<file path="src/rtl/nor_pkg.sv">
package nor_pkg;

  typedef enum logic [1:0] {
    OP_PROG = 2'd0,
    OP_CHIP = 2'd1,
    OP_SECT = 2'd2,
    OP_RSVD = 2'd3
  } op_e;

  localparam logic [11:0] UNLK_ADDR_A = 12'h555;
  localparam logic [11:0] UNLK_ADDR_B = 12'h2AA;
  localparam logic [7:0]  KEY_A       = 8'hAA;
  localparam logic [7:0]  KEY_B       = 8'h55;
  localparam logic [7:0]  CMD_PROG    = 8'hA0;
  localparam logic [7:0]  CMD_ERSU    = 8'h80;
  localparam logic [7:0]  CMD_CHIP    = 8'h10;
  localparam logic [7:0]  CMD_SECT    = 8'h30;
  localparam logic [7:0]  CMD_RST     = 8'hF0;

  // status bit positions returned by the flash while it is busy
  localparam int ST_DONE_BIT = 7;
  localparam int ST_TOG_BIT  = 6;
  localparam int ST_ERR_BIT  = 5;

  typedef struct packed {
    logic [11:0] a;
    logic [7:0]  d;
    logic        use_tgt;   // address comes from the request
    logic        use_dat;   // data comes from the request
  } cmd_t;

  function automatic logic [2:0] seq_last(op_e op);
    return (op == OP_PROG) ? 3'd3 : 3'd5;
  endfunction

  function automatic cmd_t cmd_at(op_e op, logic [2:0] step);
    cmd_t c;
    c   = '0;
    c.a = UNLK_ADDR_A;
    case (step)
      3'd0: c.d = KEY_A;
      3'd1: begin c.a = UNLK_ADDR_B; c.d = KEY_B; end
      3'd2: c.d = (op == OP_PROG) ? CMD_PROG : CMD_ERSU;
      3'd3: begin
        if (op == OP_PROG) begin c.use_tgt = 1'b1; c.use_dat = 1'b1; end
        else c.d = KEY_A;
      end
      3'd4: begin c.a = UNLK_ADDR_B; c.d = KEY_B; end
      default: begin
        if (op == OP_SECT) begin c.use_tgt = 1'b1; c.d = CMD_SECT; end
        else c.d = CMD_CHIP;
      end
    endcase
    return c;
  endfunction

endpackage

</file>
<file path="src/rtl/nor_bus_cycle.sv">
module nor_bus_cycle #(
  parameter int AW         = 20,
  parameter int DW         = 8,
  parameter int SETUP_CYC  = 2,
  parameter int STROBE_CYC = 3
) (
  input  logic          clk,
  input  logic          rst,
  input  logic          start,
  input  logic          we,
  input  logic [AW-1:0] addr,
  input  logic [DW-1:0] wdata,
  output logic          done,
  output logic [DW-1:0] rdata,
  output logic [AW-1:0] fl_addr,
  output logic [DW-1:0] fl_wdata,
  input  logic [DW-1:0] fl_rdata,
  output logic          fl_ce_n,
  output logic          fl_we_n,
  output logic          fl_oe_n
);

  localparam int CNT_MAX = (SETUP_CYC > STROBE_CYC) ? SETUP_CYC : STROBE_CYC;
  localparam int CW      = $clog2(CNT_MAX + 1);

  typedef enum logic [1:0] {B_IDLE, B_SETUP, B_STROBE, B_RECOV} bst_e;

  bst_e          st;
  logic [CW-1:0] cnt;
  logic          is_wr;

  always_ff @(posedge clk) begin
    if (rst) begin
      st       <= B_IDLE;
      cnt      <= '0;
      is_wr    <= 1'b0;
      done     <= 1'b0;
      rdata    <= '0;
      fl_addr  <= '0;
      fl_wdata <= '0;
      fl_ce_n  <= 1'b1;
      fl_we_n  <= 1'b1;
      fl_oe_n  <= 1'b1;
    end else begin
      done <= 1'b0;
      case (st)
        B_IDLE: if (start) begin
          fl_addr  <= addr;
          fl_wdata <= wdata;
          is_wr    <= we;
          fl_ce_n  <= 1'b0;
          cnt      <= CW'(SETUP_CYC - 1);
          st       <= B_SETUP;
        end
        B_SETUP: begin
          if (cnt == '0) begin
            cnt <= CW'(STROBE_CYC - 1);
            st  <= B_STROBE;
            if (is_wr) fl_we_n <= 1'b0;
            else       fl_oe_n <= 1'b0;
          end else begin
            cnt <= cnt - 1'b1;
          end
        end
        B_STROBE: begin
          if (cnt == '0) begin
            fl_we_n <= 1'b1;
            fl_oe_n <= 1'b1;
            fl_ce_n <= 1'b1;
            if (!is_wr) rdata <= fl_rdata;
            st <= B_RECOV;
          end else begin
            cnt <= cnt - 1'b1;
          end
        end
        default: begin
          done <= 1'b1;
          st   <= B_IDLE;
        end
      endcase
    end
  end

  // never both strobes at once
  a_r4_single_strobe: assert property (@(posedge clk) disable iff (rst)
    !(!fl_we_n && !fl_oe_n));

  // strobes only inside an enabled cycle
  a_r4_strobe_in_ce: assert property (@(posedge clk) disable iff (rst)
    (!fl_we_n || !fl_oe_n) |-> !fl_ce_n);

  // address held for the whole enabled cycle
  a_r4_addr_stable: assert property (@(posedge clk) disable iff (rst)
    (!fl_ce_n && $past(!fl_ce_n)) |-> $stable(fl_addr));

endmodule

</file>
<file path="src/rtl/nor_poll_watchdog.sv">
module nor_poll_watchdog #(
  parameter int LIMIT = 4096
) (
  input  logic clk,
  input  logic rst,
  input  logic clear,
  input  logic run,
  output logic expired
);

  localparam int CW = $clog2(LIMIT + 1);

  logic [CW-1:0] cnt;

  always_ff @(posedge clk) begin
    if (rst || clear)                  cnt <= '0;
    else if (run && cnt != CW'(LIMIT)) cnt <= cnt + 1'b1;
  end

  assign expired = (cnt == CW'(LIMIT));

  // once expired while polling, it stays expired until cleared
  a_r10_wd_sticky: assert property (@(posedge clk) disable iff (rst)
    (expired && !clear) |=> expired);

endmodule

</file>
<file path="src/rtl/nor_prog_engine.sv">
module nor_prog_engine
  import nor_pkg::*;
#(
  parameter int AW         = 20,
  parameter int DW         = 8,
  parameter int SETUP_CYC  = 2,
  parameter int STROBE_CYC = 3,
  parameter int POLL_LIMIT = 4096
) (
  input  logic          clk,
  input  logic          rst,
  input  logic          req_valid,
  output logic          req_ready,
  input  logic [1:0]    req_op,
  input  logic [AW-1:0] req_addr,
  input  logic [DW-1:0] req_data,
  input  logic          req_toggle,
  output logic          done_valid,
  output logic          done_fail,
  output logic [AW-1:0] fl_addr,
  output logic [DW-1:0] fl_wdata,
  input  logic [DW-1:0] fl_rdata,
  output logic          fl_ce_n,
  output logic          fl_we_n,
  output logic          fl_oe_n
);

  typedef enum logic [2:0] {
    T_IDLE, T_CMD, T_POLL_A, T_POLL_B, T_CONF_A, T_CONF_B, T_VERIFY, T_RESET
  } tst_e;

  tst_e          st, nx_st;
  logic          pend;
  logic [2:0]    step;
  op_e           op_q;
  logic [AW-1:0] addr_q;
  logic [DW-1:0] data_q;
  logic          tog_q;
  logic          rd_a6;
  logic [DW-1:0] last_wr;

  logic          bus_start, bus_we, bus_done;
  logic [AW-1:0] bus_addr;
  logic [DW-1:0] bus_wdata, bus_rdata;

  logic          wd_hit, in_poll;
  logic          cmplt, ok, bad, latch_a, exp7, match7, same6;
  cmd_t          cmd;

  assign cmd       = cmd_at(op_q, step);
  assign in_poll   = (st == T_POLL_A) || (st == T_POLL_B) ||
                     (st == T_CONF_A) || (st == T_CONF_B);
  assign exp7      = (op_q == OP_PROG) ? data_q[ST_DONE_BIT] : 1'b1;
  assign match7    = (bus_rdata[ST_DONE_BIT] == exp7);
  assign same6     = (bus_rdata[ST_TOG_BIT] == rd_a6);
  assign req_ready = (st == T_IDLE);
  assign bus_start = (st != T_IDLE) && !pend;

  // bus request mux
  always_comb begin
    bus_we    = 1'b0;
    bus_addr  = addr_q;
    bus_wdata = '0;
    if (st == T_CMD) begin
      bus_we    = 1'b1;
      bus_addr  = cmd.use_tgt ? addr_q : AW'(cmd.a);
      bus_wdata = cmd.use_dat ? data_q : DW'(cmd.d);
    end else if (st == T_RESET) begin
      bus_we    = 1'b1;
      bus_addr  = '0;
      bus_wdata = DW'(CMD_RST);
    end
  end

  // status evaluation at the end of each bus cycle
  always_comb begin
    nx_st   = st;
    cmplt   = 1'b0;
    ok      = 1'b0;
    bad     = 1'b0;
    latch_a = 1'b0;
    if (bus_done) begin
      case (st)
        T_CMD:    if (step == seq_last(op_q)) nx_st = T_POLL_A;
        T_POLL_A: begin
          if (tog_q) begin
            latch_a = 1'b1;
            nx_st   = T_POLL_B;
          end else if (match7)                cmplt = 1'b1;
          else if (bus_rdata[ST_ERR_BIT])     nx_st = T_CONF_A;
        end
        T_POLL_B: begin
          if (same6)                          cmplt = 1'b1;
          else if (bus_rdata[ST_ERR_BIT])     nx_st = T_CONF_A;
          else                                nx_st = T_POLL_A;
        end
        T_CONF_A: begin
          if (tog_q) begin
            latch_a = 1'b1;
            nx_st   = T_CONF_B;
          end else if (match7) cmplt = 1'b1;
          else                 bad   = 1'b1;
        end
        T_CONF_B: begin
          if (same6) cmplt = 1'b1;
          else       bad   = 1'b1;
        end
        T_VERIFY: begin
          if (&bus_rdata) ok  = 1'b1;
          else            bad = 1'b1;
        end
        T_RESET:  nx_st = T_IDLE;
        default:  nx_st = st;
      endcase
      if (cmplt) begin
        if (op_q == OP_PROG) ok = 1'b1;
        else                 nx_st = T_VERIFY;
      end
      if (in_poll && wd_hit && !cmplt) bad = 1'b1;
      if (bad) nx_st = T_RESET;
      if (ok)  nx_st = T_IDLE;
    end
  end

  always_ff @(posedge clk) begin
    if (rst) begin
      st         <= T_IDLE;
      pend       <= 1'b0;
      step       <= '0;
      op_q       <= OP_PROG;
      addr_q     <= '0;
      data_q     <= '0;
      tog_q      <= 1'b0;
      rd_a6      <= 1'b0;
      last_wr    <= '0;
      done_valid <= 1'b0;
      done_fail  <= 1'b0;
    end else begin
      done_valid <= 1'b0;
      if (bus_start)     pend <= 1'b1;
      else if (bus_done) pend <= 1'b0;
      if (bus_start && bus_we) last_wr <= bus_wdata;
      if (latch_a) rd_a6 <= bus_rdata[ST_TOG_BIT];
      if (st == T_IDLE) begin
        if (req_valid) begin
          op_q   <= op_e'(req_op);
          addr_q <= req_addr;
          data_q <= req_data;
          tog_q  <= req_toggle;
          step   <= '0;
          st     <= T_CMD;
        end
      end else begin
        st <= nx_st;
        if (st == T_CMD && bus_done) step <= step + 3'd1;
        if (ok) begin
          done_valid <= 1'b1;
          done_fail  <= 1'b0;
        end
        if (st == T_RESET && bus_done) begin
          done_valid <= 1'b1;
          done_fail  <= 1'b1;
        end
      end
    end
  end

  nor_bus_cycle #(
    .AW(AW), .DW(DW), .SETUP_CYC(SETUP_CYC), .STROBE_CYC(STROBE_CYC)
  ) u_bus (
    .clk(clk), .rst(rst),
    .start(bus_start), .we(bus_we), .addr(bus_addr), .wdata(bus_wdata),
    .done(bus_done), .rdata(bus_rdata),
    .fl_addr(fl_addr), .fl_wdata(fl_wdata), .fl_rdata(fl_rdata),
    .fl_ce_n(fl_ce_n), .fl_we_n(fl_we_n), .fl_oe_n(fl_oe_n)
  );

  nor_poll_watchdog #(.LIMIT(POLL_LIMIT)) u_wd (
    .clk(clk), .rst(rst),
    .clear(st == T_CMD), .run(in_poll),
    .expired(wd_hit)
  );

  // result is a single-cycle pulse
  a_r12_done_pulse: assert property (@(posedge clk) disable iff (rst)
    done_valid |=> !done_valid);

  // a failure is reported only after the reset command went out
  a_r11_reset_before_fail: assert property (@(posedge clk) disable iff (rst)
    (done_valid && done_fail) |-> (last_wr == DW'(CMD_RST)));

  // while ready the flash bus is quiet
  a_r12_ready_bus_quiet: assert property (@(posedge clk) disable iff (rst)
    req_ready |-> (fl_ce_n && fl_we_n && fl_oe_n));

endmodule

</file>
<file path="config.mk">
export PLATFORM = sky130hd
export DESIGN_NAME = nor_prog_engine
export DESIGN_NICKNAME = d
export VERILOG_FILES = /design/src/rtl/nor_pkg.sv /design/src/rtl/nor_bus_cycle.sv /design/src/rtl/nor_poll_watchdog.sv /design/src/rtl/nor_prog_engine.sv
export SDC_FILE = /design/constraint.sdc
export NUM_CORES = 1
export LEC_CHECK = 0
export BUFFER_PORTS_ARGS = -buffer_cell sky130_fd_sc_hd__clkbuf_2
export CORE_UTILIZATION = 50
export CTS_CLUSTER_DIAMETER = 120
export DETAILED_ROUTE_END_ITERATION = 6
export PLACE_DENSITY = 0.72
export SYNTH_ARGS = -nofsm -noshare
export SYNTH_HDL_FRONTEND = slang
export SYNTH_SLANG_ARGS = --single-unit
export TNS_END_PERCENT = 30
</file>
<file path="constraint.sdc">
create_clock -name clk -period 2.2 [get_ports clk]
set_clock_uncertainty 0.05 [all_clocks]
set_input_delay 0.66 -clock clk [delete_from_list [all_inputs] [get_ports clk]]
set_output_delay 0.66 -clock clk [all_outputs]
set_load 0.02 [all_outputs]
</file>
-- After elaboration in Yosys (flattened, before gate mapping)
Index checks and enable logic that the tools add are counted.
- eq/ne operators: 26
- $add $sub $neg: 3
- bitwise operators: 2
- mux-type cells: 81
- reduce and logical (&&, ||, !) cells: 43
- operator list (operator ; number):
    $mux W20 ; 3
    $mux W3 ; 18
    $mux W1 ; 37
    $mux W8 ; 4
    $pmux W8 S4 ; 1
    $eq A3 B3 Y1 const B ; 5
    $pmux W3 S5 ; 1
    $add A13 B1 Y13 const B ; 1
    $eq A13 B13 Y1 const B ; 1
    $ne A13 B13 Y1 const B ; 1
    $eq A3 B2 Y1 const B ; 4
    $mux W2 ; 6
    $mux W6 ; 2
    $pmux W2 S3 ; 2
    $reduce_and A3 Y1 ; 4
    $reduce_bool A2 Y1 ; 6
    $mux W11 ; 1
    $pmux W1 S2 ; 5
    $reduce_and A2 Y1 ; 5
    $ne A2 B2 Y1 const B ; 4
    $reduce_and A4 Y1 ; 2
    $reduce_and A8 Y1 ; 1
    $reduce_or A2 Y1 ; 4
    $eq A3 B1 Y1 const B ; 2
    other kinds (17) ; 35
- register bits after elaboration: 99
- output and inout bits: 34
- word-level logic and storage cells: 176

-- Logic depth before layout (Yosys ltp)
Gate-level depths: netlist of the first run.
- depth after elaboration: 15
- depth in mapped cells: 10

-- By module
A second synthesis of the first run with hierarchy kept.
- cells, all modules: 619
- area, all modules: 4877.2 µm²
- modules (own cells, without submodules) (module ; cells an instance ; area an instance (µm²) ; instances):
    nor_prog_engine ; 315 ; 2303.5 ; 1
    nor_bus_cycle ; 213 ; 1809.2 ; 1
    nor_poll_watchdog ; 91 ; 764.5 ; 1

-- Least setup slack after synthesis of the first run
Ideal clock, no wire load.
- path kind: reg-to-reg
- start point: register op_q[1]
- end point: register st[1]
- stages on the path, launching flop included: 8
- period minus slack after synthesis: 2.172 ns
- path slack: 0.028 ns
- buffers on the path: 1
- data required time: 2.035 ns
- arrival: 2.008 ns
- cells stage by stage: dfxtp_1 buf_6 or4_4 a211o_1 a21oi_2 mux2i_1 or2b_1 o21a_1
- longest elaborated chain between the ends: 15
- RTL lines (item ; line ; source):
    from (decl) ; nor_prog_engine.sv:35 ; op_e op_q;
    from (signal assigned) ; nor_prog_engine.sv:146 ; op_q <= op_e'(req_op);
    $logic_not A2 Y1 * ; nor_pkg.sv:33, nor_prog_engine.sv:53, nor_prog_engine.sv:116 ;
    $mux W1 ; nor_prog_engine.sv:53 ; assign exp7 = (op_q == OP_PROG) ? data_q[ST_DONE_BIT] : 1'b1;
    $eq A1 B1 Y1 ; nor_prog_engine.sv:54 ; assign match7 = (bus_rdata[ST_DONE_BIT] == exp7);
    $mux W1 ; nor_prog_engine.sv:89, nor_prog_engine.sv:101 ;
    $mux W1 ; nor_prog_engine.sv:98 ; if (tog_q) begin
    $pmux W1 S2 ; nor_prog_engine.sv:83 ; case (st)
    $mux W1 ; nor_prog_engine.sv:82 ; if (bus_done) begin
    $logic_not A1 Y1 ; nor_prog_engine.sv:119 ; if (in_poll && wd_hit && !cmplt) bad = 1'b1;
    $logic_and A1 B1 Y1 ; nor_prog_engine.sv:119 ;
    $mux W1 ; nor_prog_engine.sv:119 ;
    $mux W1 ; nor_prog_engine.sv:82 ;
    $mux W3 ; nor_prog_engine.sv:120 ; if (bad) nx_st = T_RESET;
    $mux W3 * ; nor_prog_engine.sv:121 ; if (ok) nx_st = T_IDLE;
    $mux W3 * ; nor_prog_engine.sv:82 ;
    $mux W3 * ; nor_prog_engine.sv:144 ; if (st == T_IDLE) begin
    to (signal assigned) ; nor_prog_engine.sv:154 ; st <= nx_st;
    to (decl) ; nor_prog_engine.sv:32 ; tst_e st, nx_st;
Mark *: on every way between the ends. The rest lies on a longest branch, timed or not. The select of a mux whose other input is x is not followed.
A chain may end at the register's enable or synchronous reset.

-- Worst setup path in the final report of the first run
- start point: register data_q[7]
- end point: register st[1]
- longest elaborated chain between the ends: 14
- RTL lines (item ; line ; source):
    from (decl) ; nor_prog_engine.sv:37 ; logic [DW-1:0] data_q;
    from (signal assigned) ; nor_prog_engine.sv:148 ; data_q <= req_data;
    $mux W1 * ; nor_prog_engine.sv:53 ;
    $eq A1 B1 Y1 * ; nor_prog_engine.sv:54 ;
    $mux W1 ; nor_prog_engine.sv:89, nor_prog_engine.sv:101 ;
    $mux W1 ; nor_prog_engine.sv:98 ;
    $pmux W1 S2 ; nor_prog_engine.sv:83 ;
    $mux W1 ; nor_prog_engine.sv:82 ;
    $logic_not A1 Y1 ; nor_prog_engine.sv:119 ;
    $logic_and A1 B1 Y1 ; nor_prog_engine.sv:119 ;
    $mux W1 ; nor_prog_engine.sv:119 ;
    $mux W1 ; nor_prog_engine.sv:82 ;
    $mux W3 ; nor_prog_engine.sv:120 ;
    $mux W3 * ; nor_prog_engine.sv:121 ;
    $mux W3 * ; nor_prog_engine.sv:82 ;
    $mux W3 * ; nor_prog_engine.sv:144 ;
Marks and branches as above.

==> results.ini, run 1 <==
[timing]
finalHoldViolations=0
finalCritPeriodShare_pct=98.8
worstMarginPinSlew_ps=590
slew_viol_final=0
fin_crit_ps=2170
fin_ws_ps=25.4
setup_viol=0
tns_ps=0
slew-limit-headroom_pct=60.6
hold_ws_ps=410
rsz0062_at_grt=true
fmax_mhz=460

[critical_path]
critical-path-slowest-cell=or4_4
worst_setup_path_start_kind=register
reg2reg_depth=6
cp-end-kind=register
crit_required_ps=2420
slowest_delay_ps=550
cp_max_fo=4
crit_chain=or4_4 > a211o_1 > a21oi_2 > mux2i_1 > or2b_1 > o21a_1
r2r_end=st[1]
r2r_start=data_q[7]
cp.arrival_ps=2390
worstSetupPathType=register to register
r2r_slack_ps=30

[clock_tree]
clk_pin_slew_worst_paths_ps=100
cts_buffers=9
clock_sinks=99
htree_levels=3
cts_setup_buffers=0
cts_hold_buf=0
clockBufferDepth=2
cts_tree=built
clk_latency_ps=370
root_buffer=clkbuf_8

[synthesis]
yosys_warnings=0
synth.net_count=601
ys_ff_latch=99
seq_area_frac_synth_pct=44.3
synth_cell_types=58
syn_area_per_cell_um2=8.22
synth_ff_type=dfxtp_1
synth_edf_count=0
synthCells=544
syn_area_um2=4470
postSynth.asyncResetShare_pct=0

[floorplan]
die_h_um=96.6
core-area_um2=8680
initial_core_util_pct=51.5
io_pins=76
die_w_um=96.6
die_area_um2=9320
rows=34

[power_and_ir_drop]
powerDensity_nw_per_um2=767
p_leak_nw=2.12
finalPower_mw=4.01
ir_worst_vdd_uv=461

[finish]
n_fill_cell=818
finalInstanceArea_um2=5230
fin_util_pct=60.2
diodes=0
final_cells=730
area_delta_synth_final_pct=16.9
drive_gt1_share_pct=20.7
final_nets=674
layout_commonest_cell=nand2_1
most-common-layout-cells=102 x nand2_1, 98 x dfxtp_1, 75 x clkbuf_2

[detailed_routing]
viasPerCell=5.48
vias=4002
dr.pass1.iters=4
wl_um=10100
drt_iter0_markers=214
drtAntennaViolNets=0
drc=0
wire_per_inst_um=13.8

[placement]
place_hpwl_um=7140
dp_slack_ps=41.6
gp_congestion=0.861
dpl.cell_count=714
port_buffers=75
placed_area_um2=5010

[global_route]
overflow=0
antenna_found_initial=0
grt_pass1_vias=3505
grt_start_max_net_pins=75
grt_usage_pct=22.8
grt_first_pass_wirelength_um=16500

[hold_path]
min_path_cells=2
min-delay-path-class=register to register
min-delay-start=addr_q[7]
holdPathEnd=addr_q[7]

[run]
cap_violations=0

[outcome]
outcome=complete, no violations

-- worst max path at each step --
| stage | startpoint | end | slack [ps] | cells after the start |
|---|---|---|---|---|
| 5_1_grt | data_q[7] | st[1] | -90 | 6 |
| 3_5_place_dp | data_q[7] | st[1] | 40 | 6 |
| 6_report | data_q[7] | st[1] | 30 | 6 |
| 3_3_place_gp | data_q[7] | st[1] | 70 | 6 |
| 2_1_floorplan | op_q[1] | st[1] | 30 | 7 |
| 4_1_cts | data_q[7] | st[1] | 20 | 6 |
-- what timing repair did --
item / CTS / global route
endpoints found under the hold margin: 0 / 0
resized for setup: 0 / 8
endpoints found under the setup margin: 1 / 15
pin swaps: 2 / 0
-- sequential cells by signal, indices dropped and copies added, names as in the netlist, 2 cells and up --
register / flops
addr_q: 20
u_bus.fl_wdata: 8
step: 3
u_bus.fl_addr: 20
u_bus.rdata: 8
u_bus.st: 2
u_wd.cnt: 13
op_q: 2
st: 3
data_q: 8
u_bus.cnt: 2
-- cells by family after synthesis --
group	after synthesis	share of synthesized area [%]
and+or+nand+nor	220	22.7
AOI/OAI and AO/OA	139	19.5
DFF	99	44.3
buffers and inverters	46	4.06
adders and majority gates	15	4.20
muxes	13	2.91
xor gates and xnor gates	12	2.35
-- routing by layer --
layer,GRT usage [%],vias up,routed length [µm]
li1,-,2032,-
met1,31.8,1858,4740
met2,35.0,94,4650
met3,3.99,18,461
met4,9.19,0,221
met5,0,-,0
-- area by class of cell --
cell class | instances | area (µm²) | share of cell area (%)
clock buffer | 10 | 138 | 2.63
clock inverter | 6 | 58.8 | 1.13
inverter | 14 | 52.6 | 1.01
multi-input combinational | 399 | 2330 | 44.5
sequential | 99 | 1980 | 38.0
tap | 108 | 135 | 2.59
timing repair buffer | 94 | 531 | 10.2
-- synthesized netlist by cell type, drive strengths merged, types with 3 or more instances --
| master | n | area [µm²] |
|---|---|---|
| nand4 | 7 | 43.8 |
| nand2 | 102 | 383 |
| a22o | 9 | 78.8 |
| nor3 | 5 | 30.0 |
| dfxtp | 99 | 1980 |
| o21ai | 23 | 115 |
| buf | 3 | 20.0 |
| nor4b | 3 | 26.3 |
| nor2 | 56 | 210 |
| nand2b | 6 | 37.5 |
| o211ai | 5 | 37.5 |
| a211oi | 7 | 57.6 |
| or2 | 3 | 18.8 |
| a31oi | 4 | 31.3 |
| a21oi | 65 | 333 |
| inv | 14 | 52.6 |
| nand3b | 5 | 41.3 |
| a221oi | 5 | 43.8 |
| xor2 | 7 | 61.3 |
| or3 | 4 | 25.0 |
| clkbuf | 29 | 109 |
| xnor2 | 5 | 43.8 |
| nand3 | 8 | 40.0 |
| ha | 15 | 188 |
| mux2i | 13 | 130 |
| nor2b | 7 | 43.8 |
| nor3b | 4 | 40.0 |
| o21bai | 3 | 22.5 |
| o21a | 3 | 22.5 |
-- critical path, delay by kind of cell (launching register included) --
kind / cells / cell delay, ps
AO/OA/AOI/OAI: 3 / 690
AND/OR/NAND/NOR: 2 / 790
flip-flops: 1 / 320
multiplexers: 1 / 230
-- where the power goes --
group	leakage (nW)	switching [mW]	internal, mW
clock	0.0962	0.682	0.464
combinational	1.22	0.518	0.323
sequential	0.806	0.0955	1.93
total	2.12	1.30	2.71
Power figures use the tool's default switching activity.
==> run 2, diff against run 1 <==
--- a/config.mk
+++ b/config.mk
@@ -8,2 +8,3 @@
 export BUFFER_PORTS_ARGS = -buffer_cell sky130_fd_sc_hd__clkbuf_2
+export CAP_MARGIN = 20
 export CORE_UTILIZATION = 50
==> constraint.sdc (replaced) <==
create_clock -name clk -period 2.2 [get_ports clk]
set_clock_uncertainty 0.05 [all_clocks]
set_input_delay 0.22 -clock clk [delete_from_list [all_inputs] [get_ports clk]]
set_output_delay 0.22 -clock clk [all_outputs]
set_load 0.02 [all_outputs]
==> results.ini, run 2 (synthesized netlist as in run 1, its figures left out) <==
[outcome]
outcome=complete, no violations

[critical_path]
r2r_slack_ps=30
worstSetupPathType=register to register
cp.arrival_ps=2390
cp_max_fo=2
r2r_start=u_bus.rdata[7]
crit_required_ps=2420
critical-path-slowest-cell=or4_4
reg2reg_depth=6
cp-end-kind=register
slowest_delay_ps=530
crit_chain=or4_4 > a211o_1 > a21oi_2 > mux2i_1 > or2b_1 > o21a_1
r2r_end=st[1]
worst_setup_path_start_kind=register

[finish]
n_fill_cell=814
area_delta_synth_final_pct=17.4
diodes=0
most-common-layout-cells=102 x nand2_1, 95 x dfxtp_1, 75 x clkbuf_2
top_regs=addr_q (20), u_bus.fl_addr (20), u_wd.cnt (13)
final_nets=678
drive_gt1_share_pct=21.4
layout_commonest_cell=nand2_1

[timing]
finalCritPeriodShare_pct=98.4
hold_ws_ps=9.81
slew_viol_final=0
fmax_mhz=462
fin_crit_ps=2170
finalHoldViolations=0
slew-limit-headroom_pct=59.6
worstMarginPinSlew_ps=606
fin_ws_ps=34.7
rsz0062_at_grt=true
setup_viol=0

[global_route]
overflow=0
grt_pass1_vias=3686
antenna_found_initial=0
grt_start_max_net_pins=66
grt_usage_pct=22.7
grt_first_pass_wirelength_um=16600

[detailed_routing]
drtAntennaViolNets=0
viasPerCell=5.42
dr.pass1.iters=4
wl_um=9930
drt_iter0_markers=192
drc=0
vias=3981
wire_per_inst_um=13.5

[floorplan]
io_pins=76
die_area_um2=9320
die_h_um=96.6
rows=34
initial_core_util_pct=51.5
core-area_um2=8680
die_w_um=96.6

[placement]
port_buffers=75
gp_congestion=0.869
place_hpwl_um=7020
dp_slack_ps=32.6

[clock_tree]
cts_buffers=9
clockBufferDepth=2
root_buffer=clkbuf_8
clock_sinks=99
cts_tree=built
clk_latency_ps=370
htree_levels=3
clk_pin_slew_worst_paths_ps=100

[power_and_ir_drop]
finalPower_mw=3.97
ir_worst_vdd_uv=377
p_leak_nw=2.14
powerDensity_nw_per_um2=756

[run]
cap_violations=0

[hold_path]
holdPathEnd=addr_q[13]
min-delay-start=req_addr[13]
min-delay-path-class=input port to register
min_path_cells=3

## run 2: changes by cell type in the layout (fill, tap and decap cells not counted), moves of 2 or more
cell / before / now
buf_4: 18 / 21
clkinv_4: 2 / 0
dfxtp_1: 98 / 95
dfxtp_2: 1 / 4
## run 2: critical path, delay by kind of cell, from the launching register on
family          cells  cell delay (ps)
simple gates        2              780
compound gates      3              670
flops               1              340
mux                 1              230
## run 2: through the flow
step,area [µm²],instances,setup TNS [ps],utilization (%)
3_5_place_dp,5010,714,0,57.7
5_1_grt,5250,734,-34.8,60.5
6_report,5250,734,0,60.5
4_1_cts,5220,734,0,60.2
2_1_floorplan,4470,544,0,-
3_3_place_gp,5010,714,0,57.7
## run 2: cell type report
cell class | instances | area, µm² | share of cell area (%)
multi-input combinational | 399 | 2330 | 44.4
sequential | 99 | 1990 | 37.9
timing repair buffer | 98 | 563 | 10.7
tap | 108 | 135 | 2.58
clock buffer | 9 | 124 | 2.36
clock inverter | 7 | 57.6 | 1.10
inverter | 14 | 52.6 | 1.00
## run 2: worst max path at each step
stage | start | cells past startpoint | endpoint | slack [ps]
floorplan | op_q[1] | 7 | st[1] | 30
global placement | data_q[7] | 6 | st[1] | 60
detailed placement | data_q[7] | 6 | st[1] | 30
CTS | u_bus.rdata[7] | 6 | st[1] | 20
global route | u_bus.rdata[7] | 6 | st[1] | -30
finish | u_bus.rdata[7] | 6 | st[1] | 30
## run 2: layer usage
layer | global-route usage, % | share of wire, % | vias up
met1 | 30.3 | 48 | 1858
met5 | 0 | 0 | -
met3 | 4.23 | 3.7 | 17
met2 | 36.3 | 47 | 73
li1 | - | - | 2033
met4 | 9.19 | 1.6 | 0
## run 2: repair_timing
action,4_1_cts,5_1_grt
hold buffers,1,0
setup endpoints to repair,1,16
gates resized for setup,2,8
pin swaps,3,1
gates cloned,0,0
buffers inserted,3,0
hold endpoints to repair,1,0
## run 2: where the power goes
| group | internal, mW | switching (mW) |
|---|---|---|
| clock network | 0.429 | 0.670 |
| logic | 0.331 | 0.513 |
| registers | 1.93 | 0.0953 |
==> run 3, diff against run 2 <==
- RECOVER_POWER: not set -> 100
==> results.ini, run 3 (synthesized netlist as in run 1, its figures left out) <==
[timing]
fmax_mhz=463
rsz0062_at_grt=true
finalCritPeriodShare_pct=98.3
fin_crit_ps=2160
finalHoldViolations=0
setup_viol=0
hold_ws_ps=9.89
slew_viol_final=0
fin_ws_ps=38.3
tns_ps=0
slew-limit-headroom_pct=60.8
worstMarginPinSlew_ps=588

[placement]
dp_slack_ps=32.6
gp_congestion=0.869
port_buffers=75
place_hpwl_um=7020

[critical_path]
cp.buffers_inverters=0
r2r_start=u_bus.rdata[7]
cp-end-kind=register
worstSetupPathType=register to register
crit_required_ps=2420
critical-path-slowest-cell=or4_4
slowest_delay_ps=530
crit_chain=or4_4 > a211o_1 > a21oi_2 > mux2i_1 > or2b_1 > o21a_1
cp.arrival_ps=2380
cp_max_fo=2
worst_setup_path_start_kind=register
startpoint=u_bus.rdata[7]
crit_family=simple AND/OR/NAND/NOR gates

[detailed_routing]
viasPerCell=5.38
drtAntennaViolNets=0
drc=0
drt_iter0_markers=205
vias=3950
wl_met3_um=345
wire_per_inst_um=13.5
drt-met1-wl_um=4790
met2WireLength_um=4590
highest_layer=met4
wl_um=9920
dr.pass1.iters=4

[clock_tree]
cts_buffers=9
htree_levels=3
clock_sinks=99
cts_tree=built
clockBufferDepth=2
clk_latency_ps=370
clk_pin_slew_worst_paths_ps=100
root_buffer=clkbuf_8

[power_and_ir_drop]
ir_worst_vdd_uv=375
finalPower_mw=3.94
powerDensity_nw_per_um2=761
p_leak_nw=2.01

[global_route]
overflow=0
antenna_found_initial=0
grt_pass1_vias=3686
grt_start_max_net_pins=66
grt_first_pass_wirelength_um=16600
grt_usage_pct=22.7

[finish]
top_regs=addr_q (20), u_bus.fl_addr (20), u_wd.cnt (13)
layout_commonest_cell=nand2_1
n_fill_cell=829
diodes=0
multiInputGateArea_um2=2320
fin_util_pct=59.7
seqCellArea_um2=1990
area_delta_synth_final_pct=15.8
most-common-layout-cells=102 x nand2_1, 95 x dfxtp_1, 62 x a21oi_1
final_nets=678
drive_gt1_share_pct=15.2

[floorplan]
rows=34
die_w_um=96.6
die_area_um2=9320
io_pins=76
core-area_um2=8680
initial_core_util_pct=51.5
die_h_um=96.6

[run]
cap_violations=0

[hold_path]
min-delay-start=req_addr[13]
min-delay-path-class=input port to register

[outcome]
outcome=complete, no violations

==> run 3: repair_timing <==
item	in CTS	in global routing
hold buffers	1	0
hold endpoints to repair	1	0
pin swaps	3	1
setup endpoints to repair	1	16
gates resized for setup	2	8
buffers inserted	3	0
==> run 3: final timing paths <==
| path | slack [ps] | cells after the start | end |
|---|---|---|---|
| hold / removal | 10 | 3 | addr_q[13] |
| hold reg to reg | 410 | 2 | data_q[6] |
| setup / recovery | 40 | 6 | st[1] |
| setup reg to reg | 40 | 6 | st[1] |
==> run 3: power breakdown <==
group          leakage, nW  switching (mW)  internal, mW  total, mW
clock network       0.0886           0.671         0.429       1.10
logic                 1.11           0.511         0.307      0.819
registers            0.807          0.0940          1.93       2.02
total                 2.01            1.28          2.66       3.94
==> run 3: cell type report <==
type | count | area share [%]
Inverter | 14 | 1.01
Multi-Input combinational cell | 399 | 44.8
Tap cell | 108 | 2.61
Clock buffer | 9 | 2.39
Clock inverter | 7 | 1.11
Timing Repair Buffer | 98 | 9.69
Sequential cell | 99 | 38.4
==> run 3: worst min-delay path, cell delays in order <==
cell      delay (ps)
clkbuf_2          80
nand2_1           40
a21oi_1           50
==> run 3: metal layers <==
layer / up-vias / GRT usage, %
met5: - / 0
met2: 74 / 36.3
li1: 2032 / -
met1: 1827 / 30.3
met4: 0 / 9.19
met3: 17 / 4.23
==> run 3: per-stage QoR <==
stage | cells | instance area, µm²
final | 734 | 5180
after global routing | 734 | 5180
after floorplan | 544 | 4470
after detailed placement | 714 | 5010
after global placement | 714 | 5010
after CTS | 734 | 5220
